**src/rtl/aead_seq_pkg.sv**
```systemverilog
package aead_seq_pkg;

    typedef enum logic [1:0] {
        MAC_NOP   = 2'd0,
        MAC_INIT  = 2'd1,
        MAC_CHUNK = 2'd2,
        MAC_FINAL = 2'd3
    } mac_op_e;

    typedef enum logic [3:0] {
        ST_IDLE,
        ST_K0_REQ,
        ST_K0_WAIT,
        ST_MINIT,
        ST_AAD,
        ST_ALEN,
        ST_KREQ,
        ST_KWAIT,
        ST_MSG,
        ST_CLEN,
        ST_FLUSH,
        ST_FINAL,
        ST_TAGW,
        ST_EMIT,
        ST_CHECK,
        ST_DONE
    } seq_st_e;

endpackage

```
**src/rtl/aead_mac_packer.sv**
```systemverilog
module aead_mac_packer #(
    parameter int CHUNK_BYTES = 16
) (
    input  logic                      clk,
    input  logic                      rst_n,
    input  logic                      byte_valid,
    input  logic [7:0]                byte_data,
    output logic                      byte_ready,
    input  logic                      flush,
    output logic                      idle,
    output logic                      chk_valid,
    input  logic                      chk_ready,
    output logic [CHUNK_BYTES*8-1:0]  chk_data,
    output logic [$clog2(CHUNK_BYTES+1)-1:0] chk_len
);
    localparam int CW    = CHUNK_BYTES * 8;
    localparam int CNT_W = $clog2(CHUNK_BYTES + 1);
    localparam logic [CNT_W-1:0] LAST = CNT_W'(CHUNK_BYTES - 1);

    typedef struct packed {
        logic [CW-1:0]    buf_;
        logic [CNT_W-1:0] cnt;
        logic             pend;
    } pk_t;

    pk_t q, d;

    always_comb begin
        d          = q;
        byte_ready = !q.pend;
        chk_valid  = q.pend;
        chk_data   = q.buf_;
        chk_len    = q.cnt;
        idle       = !q.pend && (q.cnt == '0);
        if (q.pend) begin
            if (chk_ready) begin
                d.pend = 1'b0;
                d.cnt  = '0;
                d.buf_ = '0;
            end
        end else if (byte_valid) begin
            d.buf_[{q.cnt, 3'b000} +: 8] = byte_data;
            d.cnt = q.cnt + CNT_W'(1);
            if (q.cnt == LAST) begin
                d.pend = 1'b1;
            end
        end else if (flush && (q.cnt != '0)) begin
            d.pend = 1'b1;
        end
    end

    always_ff @(posedge clk or negedge rst_n) begin
        if (!rst_n) begin
            q <= '0;
        end else begin
            q <= d;
        end
    end


    chunk_hold_chk: assert property (@(posedge clk) disable iff (!rst_n)
        (chk_valid && !chk_ready) |=> (chk_valid && $stable(chk_data) && $stable(chk_len)));


    chunk_nonempty_chk: assert property (@(posedge clk) disable iff (!rst_n)
        chk_valid |-> (chk_len != '0));

endmodule

```
**src/rtl/aead_tag_cmp.sv**
```systemverilog
module aead_tag_cmp #(
    parameter int TAG_BYTES = 16
) (
    input  logic                          clk,
    input  logic                          rst_n,
    input  logic                          clr,
    input  logic                          byte_valid,
    input  logic [$clog2(TAG_BYTES)-1:0]  idx,
    input  logic [7:0]                    rx_byte,
    input  logic [TAG_BYTES*8-1:0]        tag,
    output logic                          mismatch
);
    logic [7:0] diff_d, diff_q;
    logic [7:0] ref_byte;

    always_comb begin
        ref_byte = tag[{idx, 3'b000} +: 8];
        diff_d   = diff_q;
        if (clr) begin
            diff_d = '0;
        end else if (byte_valid) begin
            diff_d = diff_q | (rx_byte ^ ref_byte);
        end
        mismatch = (diff_q != '0);
    end

    always_ff @(posedge clk or negedge rst_n) begin
        if (!rst_n) begin
            diff_q <= '0;
        end else begin
            diff_q <= diff_d;
        end
    end


    sticky_miss_chk: assert property (@(posedge clk) disable iff (!rst_n)
        (byte_valid && !clr && (rx_byte != tag[{idx, 3'b000} +: 8])) |=> mismatch);


    clear_chk: assert property (@(posedge clk) disable iff (!rst_n)
        clr |=> !mismatch);

endmodule

```
**src/rtl/aead_seq.sv**
```systemverilog
module aead_seq
    import aead_seq_pkg::*;
#(
    parameter int KEY_W       = 256,
    parameter int NONCE_W     = 64,
    parameter int CTR_W       = 64,
    parameter int LEN_W       = 16,
    parameter int BLOCK_BYTES = 64,
    parameter int CHUNK_BYTES = 16,
    parameter int TAG_BYTES   = 16,
    parameter int MKEY_BYTES  = 32,
    parameter int LENF_BYTES  = 8
) (
    input  logic                               clk,
    input  logic                               rst_n,
    input  logic                               start,
    output logic                               start_ready,
    input  logic                               start_decrypt,
    input  logic [KEY_W-1:0]                   start_key,
    input  logic [NONCE_W-1:0]                 start_nonce,
    input  logic [LEN_W-1:0]                   start_aad_len,
    input  logic [LEN_W-1:0]                   start_msg_len,
    input  logic                               in_valid,
    output logic                               in_ready,
    input  logic [7:0]                         in_data,
    output logic                               out_valid,
    output logic [7:0]                         out_data,
    output logic                               out_tag,
    output logic                               done,
    output logic                               auth_fail,
    output logic                               ks_req_valid,
    input  logic                               ks_req_ready,
    output logic [KEY_W-1:0]                   ks_req_key,
    output logic [NONCE_W-1:0]                 ks_req_nonce,
    output logic [CTR_W-1:0]                   ks_req_ctr,
    input  logic                               ks_rsp_valid,
    input  logic [BLOCK_BYTES*8-1:0]           ks_rsp_block,
    output logic                               mac_req_valid,
    input  logic                               mac_req_ready,
    output logic [1:0]                         mac_req_op,
    output logic [MKEY_BYTES*8-1:0]            mac_req_key,
    output logic [CHUNK_BYTES*8-1:0]           mac_req_data,
    output logic [$clog2(CHUNK_BYTES+1)-1:0]   mac_req_len,
    input  logic                               mac_tag_valid,
    input  logic [TAG_BYTES*8-1:0]             mac_tag
);
    localparam int BLK_W  = BLOCK_BYTES * 8;
    localparam int TAG_W  = TAG_BYTES * 8;
    localparam int MKEY_W = MKEY_BYTES * 8;
    localparam int LENF_W = LENF_BYTES * 8;
    localparam int BIDX_W = $clog2(BLOCK_BYTES);
    localparam int TIDX_W = $clog2(TAG_BYTES);
    localparam int IDX_W  = $clog2((TAG_BYTES > LENF_BYTES) ? TAG_BYTES : LENF_BYTES);
    localparam logic [BIDX_W-1:0] BLK_LAST  = BIDX_W'(BLOCK_BYTES - 1);
    localparam logic [IDX_W-1:0]  LENF_LAST = IDX_W'(LENF_BYTES - 1);
    localparam logic [IDX_W-1:0]  TAG_LAST  = IDX_W'(TAG_BYTES - 1);

    typedef struct packed {
        seq_st_e             st;
        logic                dec;
        logic [KEY_W-1:0]    key;
        logic [NONCE_W-1:0]  nonce;
        logic [LEN_W-1:0]    alen;
        logic [LEN_W-1:0]    plen;
        logic [LEN_W-1:0]    cnt;
        logic [CTR_W-1:0]    ctr;
        logic [BLK_W-1:0]    ks;
        logic [BIDX_W-1:0]   bidx;
        logic [IDX_W-1:0]    sub;
        logic [TAG_W-1:0]    tag;
        logic                out_valid;
        logic                out_tag;
        logic [7:0]          out_data;
        logic                done;
        logic                auth;
    } seq_t;

    seq_t q, d;

    logic        pk_valid, pk_ready, pk_flush, pk_idle;
    logic [7:0]  pk_byte;
    logic        pk_chk_valid;
    logic [CHUNK_BYTES*8-1:0] pk_chk_data;
    logic [$clog2(CHUNK_BYTES+1)-1:0] pk_chk_len;
    logic        tc_clr, tc_valid, tc_mismatch;
    mac_op_e     op_w;

    logic [LENF_W-1:0] alen_f, plen_f;
    logic [7:0]        ks_byte, xor_byte;
    logic [LEN_W-1:0]  cnt_inc;

    assign alen_f   = LENF_W'(q.alen);
    assign plen_f   = LENF_W'(q.plen);
    assign ks_byte  = q.ks[{q.bidx, 3'b000} +: 8];
    assign xor_byte = in_data ^ ks_byte;
    assign cnt_inc  = q.cnt + LEN_W'(1);

    always_comb begin
        d           = q;
        d.out_valid = 1'b0;
        d.out_tag   = 1'b0;
        d.done      = 1'b0;
        pk_valid    = 1'b0;
        pk_byte     = '0;
        pk_flush    = 1'b0;
        in_ready    = 1'b0;
        tc_clr      = 1'b0;
        tc_valid    = 1'b0;
        unique case (q.st)
            ST_IDLE: begin
                if (start) begin
                    d.dec   = start_decrypt;
                    d.key   = start_key;
                    d.nonce = start_nonce;
                    d.alen  = start_aad_len;
                    d.plen  = start_msg_len;
                    d.ctr   = '0;
                    d.auth  = 1'b0;
                    tc_clr  = 1'b1;
                    d.st    = ST_K0_REQ;
                end
            end
            ST_K0_REQ: if (ks_req_ready) d.st = ST_K0_WAIT;
            ST_K0_WAIT: begin
                if (ks_rsp_valid) begin
                    d.ks = ks_rsp_block;
                    d.st = ST_MINIT;
                end
            end
            ST_MINIT: begin
                if (mac_req_ready) begin
                    d.cnt = '0;
                    d.sub = '0;
                    d.st  = (q.alen == '0) ? ST_ALEN : ST_AAD;
                end
            end
            ST_AAD: begin
                in_ready = pk_ready;
                pk_valid = in_valid;
                pk_byte  = in_data;
                if (in_valid && pk_ready) begin
                    d.cnt = cnt_inc;
                    if (cnt_inc == q.alen) d.st = ST_ALEN;
                end
            end
            ST_ALEN: begin
                pk_valid = 1'b1;
                pk_byte  = alen_f[{q.sub, 3'b000} +: 8];
                if (pk_ready) begin
                    d.sub = q.sub + IDX_W'(1);
                    if (q.sub == LENF_LAST) begin
                        d.sub = '0;
                        d.cnt = '0;
                        if (q.plen == '0) begin
                            d.st = ST_CLEN;
                        end else begin
                            d.ctr = CTR_W'(1);
                            d.st  = ST_KREQ;
                        end
                    end
                end
            end
            ST_KREQ: if (ks_req_ready) d.st = ST_KWAIT;
            ST_KWAIT: begin
                if (ks_rsp_valid) begin
                    d.ks   = ks_rsp_block;
                    d.bidx = '0;
                    d.st   = ST_MSG;
                end
            end
            ST_MSG: begin
                in_ready = pk_ready;
                pk_valid = in_valid;
                pk_byte  = q.dec ? in_data : xor_byte;
                if (in_valid && pk_ready) begin
                    d.out_valid = 1'b1;
                    d.out_data  = xor_byte;
                    d.cnt       = cnt_inc;
                    d.bidx      = q.bidx + BIDX_W'(1);
                    if (cnt_inc == q.plen) begin
                        d.sub = '0;
                        d.st  = ST_CLEN;
                    end else if (q.bidx == BLK_LAST) begin
                        d.ctr = q.ctr + CTR_W'(1);
                        d.st  = ST_KREQ;
                    end
                end
            end
            ST_CLEN: begin
                pk_valid = 1'b1;
                pk_byte  = plen_f[{q.sub, 3'b000} +: 8];
                if (pk_ready) begin
                    d.sub = q.sub + IDX_W'(1);
                    if (q.sub == LENF_LAST) begin
                        d.sub = '0;
                        d.st  = ST_FLUSH;
                    end
                end
            end
            ST_FLUSH: begin
                pk_flush = 1'b1;
                if (pk_idle) d.st = ST_FINAL;
            end
            ST_FINAL: if (mac_req_ready) d.st = ST_TAGW;
            ST_TAGW: begin
                if (mac_tag_valid) begin
                    d.tag = mac_tag;
                    d.sub = '0;
                    d.st  = q.dec ? ST_CHECK : ST_EMIT;
                end
            end
            ST_EMIT: begin
                d.out_valid = 1'b1;
                d.out_tag   = 1'b1;
                d.out_data  = q.tag[{q.sub, 3'b000} +: 8];
                d.sub       = q.sub + IDX_W'(1);
                if (q.sub == TAG_LAST) d.st = ST_DONE;
            end
            ST_CHECK: begin
                in_ready = 1'b1;
                tc_valid = in_valid;
                if (in_valid) begin
                    d.sub = q.sub + IDX_W'(1);
                    if (q.sub == TAG_LAST) d.st = ST_DONE;
                end
            end
            ST_DONE: begin
                d.done = 1'b1;
                d.auth = q.dec & tc_mismatch;
                d.st   = ST_IDLE;
            end
            default: d.st = ST_IDLE;
        endcase
    end

    always_ff @(posedge clk or negedge rst_n) begin
        if (!rst_n) begin
            q <= '0;
        end else begin
            q <= d;
        end
    end

    aead_mac_packer #(.CHUNK_BYTES(CHUNK_BYTES)) u_packer (
        .clk        (clk),
        .rst_n      (rst_n),
        .byte_valid (pk_valid),
        .byte_data  (pk_byte),
        .byte_ready (pk_ready),
        .flush      (pk_flush),
        .idle       (pk_idle),
        .chk_valid  (pk_chk_valid),
        .chk_ready  (mac_req_ready),
        .chk_data   (pk_chk_data),
        .chk_len    (pk_chk_len)
    );

    aead_tag_cmp #(.TAG_BYTES(TAG_BYTES)) u_tag_cmp (
        .clk        (clk),
        .rst_n      (rst_n),
        .clr        (tc_clr),
        .byte_valid (tc_valid),
        .idx        (q.sub[TIDX_W-1:0]),
        .rx_byte    (in_data),
        .tag        (q.tag),
        .mismatch   (tc_mismatch)
    );

    always_comb begin
        if (q.st == ST_MINIT)       op_w = MAC_INIT;
        else if (q.st == ST_FINAL)  op_w = MAC_FINAL;
        else if (pk_chk_valid)      op_w = MAC_CHUNK;
        else                        op_w = MAC_NOP;
    end

    assign start_ready   = (q.st == ST_IDLE);
    assign ks_req_valid  = (q.st == ST_K0_REQ) || (q.st == ST_KREQ);
    assign ks_req_key    = q.key;
    assign ks_req_nonce  = q.nonce;
    assign ks_req_ctr    = q.ctr;
    assign mac_req_valid = (op_w != MAC_NOP);
    assign mac_req_op    = op_w;
    assign mac_req_key   = q.ks[MKEY_W-1:0];
    assign mac_req_data  = pk_chk_data;
    assign mac_req_len   = pk_chk_len;
    assign out_valid     = q.out_valid;
    assign out_data      = q.out_data;
    assign out_tag       = q.out_tag;
    assign done          = q.done;
    assign auth_fail     = q.auth;


    idle_quiet_chk: assert property (@(posedge clk) disable iff (!rst_n)
        start_ready |-> (!out_valid && !ks_req_valid && !mac_req_valid));


    done_idle_chk: assert property (@(posedge clk) disable iff (!rst_n)
        done |-> start_ready);


    tag_enc_only_chk: assert property (@(posedge clk) disable iff (!rst_n)
        (out_valid && out_tag) |-> !q.dec);


    mac_op_excl_chk: assert property (@(posedge clk) disable iff (!rst_n)
        pk_chk_valid |-> ((q.st != ST_MINIT) && (q.st != ST_FINAL)));


    ks_hold_chk: assert property (@(posedge clk) disable iff (!rst_n)
        (ks_req_valid && !ks_req_ready) |=> (ks_req_valid && $stable(ks_req_ctr)));


    auth_dec_only_chk: assert property (@(posedge clk) disable iff (!rst_n)
        auth_fail |-> q.dec);

endmodule

```
**config.mk**
```make
export PLATFORM = sky130hd
export DESIGN_NAME = aead_seq
export DESIGN_NICKNAME = d
export VERILOG_FILES = /design/src/rtl/aead_seq_pkg.sv /design/src/rtl/aead_mac_packer.sv /design/src/rtl/aead_tag_cmp.sv /design/src/rtl/aead_seq.sv
export SDC_FILE = /design/constraint.sdc
export NUM_CORES = 2
export LEC_CHECK = 0
export BUFFER_PORTS_ARGS = -buffer_cell sky130_fd_sc_hd__buf_4
export CORE_AREA = 2 2 709 711
export CTS_CLUSTER_DIAMETER = 30
export DETAILED_ROUTE_END_ITERATION = 7
export DIE_AREA = 0 0 711 713
export PLACE_DENSITY = 0.31
export SLEW_MARGIN = 5
export SYNTH_ARGS = -nofsm -noshare
export SYNTH_HDL_FRONTEND = slang
export SYNTH_HIERARCHICAL = 1
export SYNTH_SLANG_ARGS = --single-unit
export TNS_END_PERCENT = 5
```
**constraint.sdc**
```tcl
create_clock -name clk -period 3.45 [get_ports clk]
set_input_delay 0 -clock clk [delete_from_list [all_inputs] [get_ports clk]]
set_output_delay 0 -clock clk [all_outputs]
set_load 0.03 [all_outputs]
```
---- Yosys cells after proc, flatten, opt, wreduce, memory -nomap -nowiden ----
Cells that the tools add are included.
word-level totals
  register bits after elaboration ......... 1241
  word-level logic and storage cells ...... 191
cells by class
  add/sub/neg operators ................... 6
  equal/unequal tests ..................... 45
  shift-type cells ........................ 6
  muxes and demuxes ....................... 75
  bitwise gates (word level) .............. 4
  reduce and logical (&&, ||, !) cells .... 34
operators by type and width
  cell                                                    count
  one-hot mux 512 bit (2 select lines)                    1
  two-way mux 518 bit                                     1
  two-way mux 512 bit                                     1
  variable part select 512 x 10 -> 8 bit                  1
  two-way mux 357 bit                                     1
  two-way mux 134 bit                                     2
  two-way mux 64 bit                                      4
  two-way mux 80 bit                                      3
  one-hot mux 64 bit (3 select lines)                     1
  two-way mux 133 bit                                     1
  two-way mux 132 bit                                     1
  bitwise mux 128 bit                                     1
  variable shift 8 x 10 -> 128 bit, first input constant  1
  variable part select 128 x 8 -> 8 bit                   1
  variable part select 64 x 8 -> 8 bit                    2
  variable part select 8 x 10 -> 128 bit                  1
  two-way mux 4 bit                                       25
  adder 64 x 1 -> 64 bit, second input constant           1
  one-hot mux 16 bit (4 select lines)                     1
  one-hot mux 4 bit (16 select lines)                     1
  inequality test 2 bit, second input constant            23
  equality test 4 bit, second input constant              9
  equality test 16 bit                                    2
  logical NOT 16 bit                                      2
  other kinds (42)                                        83

---- Depth between registers and ports, before layout ----
  depth after elaboration ................. 8
  mapped depth ............................ 15

---- Modules after synthesis ----
Netlist, hierarchy kept.
modules (own cells, without submodules)
  module           instances  cells each  area an instance (um^2)
  aead_seq         1          4633        53781.6
  aead_mac_packer  1          492         5724.2
  aead_tag_cmp     1          116         1534.0

---- Least setup slack after synthesis ----
No wires, ideal clock.
  path kind ............................... flip-flop to flip-flop
  start point ............................. register q[144] (netlist bit)
  end point ............................... register u_packer.q (netlist bit u_packer/chk_data[103])
  setup time .............................. 78 ps
  arrival ................................. 3600 ps
  setup slack ............................. -228 ps
  cell stages (with the launch flop) ...... 13
  clock period less this slack ............ 3678 ps
  path through ............................ dfrtp_1 clkbuf_1 clkbuf_1 buf_1 mux4_2 mux4_2 a22o_1 nor2_1 a21oi_1 o21ai_0 nand2_1 o41ai_2 o2bb2ai_1
on the way
  cells in the longest elaborated chain, start to end .. 8
RTL lines
  item                                    RTL line               RTL
  from (decl)                             aead_seq.sv:78         seq_t q, d;
  from (signal assigned)                  aead_seq.sv:238        q <= '0;
  from (signal assigned)                  aead_seq.sv:240        q <= d;
  variable part select 512 x 10 -> 8 bit  aead_seq.sv:94         assign ks_byte = q.ks[{q.bidx, 3'b000} +: 8];
  XOR 8 bit                               aead_seq.sv:95         assign xor_byte = in_data ^ ks_byte;
  two-way mux 8 bit                       aead_seq.sv:174        pk_byte = q.dec ? in_data : xor_byte;
  one-hot mux 8 bit (4 select lines)      aead_seq.sv:109        unique case (q.st)
  named net pk_byte[7]                    aead_seq.sv:81         logic [7:0] pk_byte;
  variable part select 8 x 10 -> 128 bit  aead_mac_packer.sv:42  d.buf_[{q.cnt, 3'b000} +: 8] = byte_data;
  bitwise mux 128 bit                     aead_mac_packer.sv:42
  two-way mux 133 bit                     aead_mac_packer.sv:41  end else if (byte_valid) begin
  two-way mux 134 bit                     aead_mac_packer.sv:35  if (q.pend) begin
  to (signal assigned)                    aead_mac_packer.sv:54  q <= '0;
  to (signal assigned)                    aead_mac_packer.sv:56  q <= d;
  to (decl)                               aead_mac_packer.sv:26  pk_t q, d;
The timed path passes the listed nets, and every way through them passes these cells. The select of a mux whose other input is x is not followed.
A chain may end at the register's enable or synchronous reset.

---- Worst setup path in the final report ----
  start point ............................. register q[144] (netlist bit)
  end point ............................... register u_packer.q (netlist bit u_packer/chk_data[89])
Same word-level chain as after synthesis.

==> run_results.csv <==
group,metric,value,unit
clocking,insertion_delay,0.99,ns
synth,ys_ff_latch,1241,
pwr,power_density,968,nW/um2
timing,setup_viol,128,
cells_and_area,post-route-util,24.2,%
synth,ys_warn_count,6,
clocking,htreeDepth,5,
die,rows,260,
pwr,switchingPower,46500,uW
synth,syn_area,61000,um2
synth,seq_area_frac_synth,50.9,%
routing,first_iter_violations,3499,
pwr,max-vdd-ir-drop,550,uV
synth,syn_nets,6260,
die,io_pins,1800,
global_route,grt.total_usage,17.4,%
setup_path,regToRegSetupSlack,-0.32,ns
timing,fin_skew,0.0790,ns
placed_design,place_area,79900,um2
cells_and_area,fillers,53600,
routing,viasPerCell,3.62,
placed_design,place_congestion,0.973,
pwr,clkPwrFrac,35.5,%
clocking,tritoncts,"built",
clocking,root_buffer,"clkbuf_16",
timing,slew_viol_final,0,
timing,worst_pin_slew,1.19,ns
die,initial_utilization,12.2,%
placed_design,preCtsSetupSlack,-1.01,ns
setup_path,critical_path_class,"flop to flop",
cells_and_area,multi_input_area,24100,um2
timing,maxClockFrequency,0.265,GHz
routing,wl_per_cell,27.7,um
min_path,min_to,"mac_req_key[100]",
timing,maxSlewHeadroom,20.4,%
synth,synthArstFlopShare,100,%
clocking,cts.sinks,1241,
pwr,cellLeakagePower,0.0534,uW
job,cap_violations,0,
setup_path,arrival,4.62,ns
setup_path,crit_fanout,8,
min_path,min_from,"ks_rsp_block[100]",
timing,fin_crit,3.77,ns
cells_and_area,design_area,121000,um2
pwr,power.share.sequential,22.8,%
min_path,hold_depth,3,
die,coreArea,500000,um2
timing,layout_setup_ws,-0.324,ns
pwr,combPwrFrac,41.7,%
timing,finalSetupTns,-24.70,ns
pwr,p_int,70500,uW
pwr,swShare,39.7,%
cells_and_area,syn_to_final_growth,98.0,%
cells_and_area,nets,10300,
cells_and_area,ff_latch_area,31100,um2
cells_and_area,layout_common_cells,"dlygate4sd3_1, buf_4, dfrtp_1",
outcome,outcome,"finished with violations",
clocking,cts_buffers,440,
min_path,hold_class,"input pin to flop",
synth,ys.flop_type,"dfrtp_1",
global_route,antenna_found_initial,202,
synth,syn_inst,5241,
synth,yosys.cell_types.count,90,
setup_path,worstRegToRegCells,14,
cells_and_area,final_common_cell,"dlygate4sd3_1",
synth,syn_avg_cell_area,11.6,um2
global_route,gr-total-overflow,0,
routing,ant_nets,0,
routing,routed_wirelength,455000,um
die,die_y,713,um
setup_path,end_kind,"flop",
routing,dr.pass1.iters,5,
timing,worst_hold_slack,0.0363,ns
die,die_w,711,um
global_route,grt_max_degree,170,
routing,drc,0,
global_route,grt_pass1_wl,599000,um
setup_path,worst_r2r_endpoint,"u_packer/chk_data[89]",
timing,rsz0062_at_grt,"yes",
die,die_area,507000,um2
setup_path,r2r_start,"q[144]",
routing,dr_total_vias,59400,
clocking,clk_path_buf_depth,4,
global_route,grt_pass1_vias,63700,
synth,synth-edff-count,0,
timing,hold_viol,0,
setup_path,critPathLaunchType,"flop",
cells_and_area,drive_above_1_share,39.7,%
setup_path,worst_ep_required_time,4.29,ns
placed_design,portBuffers,1799,
timing,fin_crit_sh,109,%
outcome,violations,"negative setup slack",
placed_design,place.detailed.hpwl,370000,um
clocking,path_clk_slew,0.04,ns
==> power by group through the flow <==
stage | combinational [uW] | sequential (uW) | clock [uW]
CTS | 49900 | 26700 | 42500
detailed placement | 45100 | 26800 | 0
global placement | 44900 | 26800 | 0
floorplan | 26800 | 23200 | 0
finish | 48700 | 26700 | 41600
global route | 51200 | 27300 | 43400
==> synthesized netlist by cell type (19+ instances only) <==
cell / count / area share [%]
xor2_1: 35 / 0.50
mux2_2: 645 / 12
buf_2: 19 / 0.16
nand3_1: 70 / 0.57
clkbuf_1: 242 / 1.5
a32o_1: 25 / 0.41
xnor2_1: 46 / 0.66
nand4_1: 28 / 0.29
buf_4: 655 / 8.1
nor4_1: 21 / 0.22
inv_1: 44 / 0.27
or3_1: 23 / 0.24
mux2i_1: 35 / 0.57
dfrtp_1: 1241 / 51
o21ai_0: 79 / 0.65
mux4_2: 229 / 8.4
o31ai_1: 20 / 0.25
nor2_1: 110 / 0.68
nor3_1: 27 / 0.22
nand2b_1: 27 / 0.28
a22o_1: 74 / 1.1
a21oi_1: 79 / 0.65
buf_1: 30 / 0.18
nand2_1: 1184 / 7.3
==> cell type report <==
type	instances	share of cell area (%)
tap	6681	6.92
clock buffer	636	10.7
sequential	1241	25.7
timing repair buffer	4546	34.1
clock inverter	171	2.25
multi-input combinational	3000	20.0
antenna	83	0.172
inverter	46	0.149
==> how the worst max path moves through the flow <==
| stage | from | end | slack (ns) |
|---|---|---|---|
| final | q[144] | u_packer/chk_data[89] | -0.32 |
| after global routing | q[144] | u_packer/chk_data[11] | -0.41 |
| after CTS | q[144] | u_packer/chk_data[103] | -0.41 |
| after detailed placement | q[144] | u_packer/chk_data[34] | -1.01 |
| after global placement | q[144] | u_packer/chk_data[103] | -1.07 |
| after floorplan | q[144] | u_packer/chk_data[103] | 0.05 |
==> logic make-up after synthesis <==
kind of cell | synth area share (%)
simple gates | 11.2
flops | 50.9
buf+inv | 10.3
mux | 21.4
compound gates | 4.55
xor+xnor | 1.39
fa+ha+maj | 0.205
==> flip-flops by register name, summed over array words and instances, names as in the netlist <==
register            count
q                     415
ks_req_key            256
mac_req_key           256
u_packer/chk_data     128
ks_req_ctr             64
ks_req_nonce           64
alen_f                 16
plen_f                 16
out_data                8
u_tag_cmp/diff_q        8
u_packer/chk_len        5
auth_fail               1
done                    1
out_tag                 1
out_valid               1
u_packer/chk_valid      1
==> metrics by stage <==
stage                     instances  total power (uW)
after global routing          16400            122000
final                         16400            117000
after global placement        13100             71700
after floorplan                5241             50000
after CTS                     16300            119000
after detailed placement      13100             71900
==> metal layers <==
layer / share of wire [%] / GRT usage, %
met4: 4.5 / 6.60
met1: 41 / 21.3
met3: 6.6 / 4.22
met2: 48 / 29.4
met5: 0.11 / 0
==> what timing repair did <==
| action | in CTS | in global routing |
|---|---|---|
| resized for setup | 95 | 38 |
| cloned | 1 | 0 |
| pin swaps | 38 | 34 |
| setup buffers | 19 | 3 |
| setup endpoints to repair | 138 | 164 |
| endpoints found under the hold margin | 2432 | 1 |
| hold buffers | 2440 | 1 |
==> worst max-delay path: stages (launching register included) <==
cell and delay (ns):
dfrtp_4 0.43, buf_12 0.16, buf_16 0.17, buf_12 0.15, mux4_2 0.54, mux4_2 0.63
a22o_1 0.27, nor2_4 0.21, buf_6 0.17, nor3_2 0.05, a21oi_2 0.18, o21ai_4 0.11
buf_12 0.16, buf_6 0.12, a32o_1 0.23
Note: power is estimated with default switching activity, not from simulation.
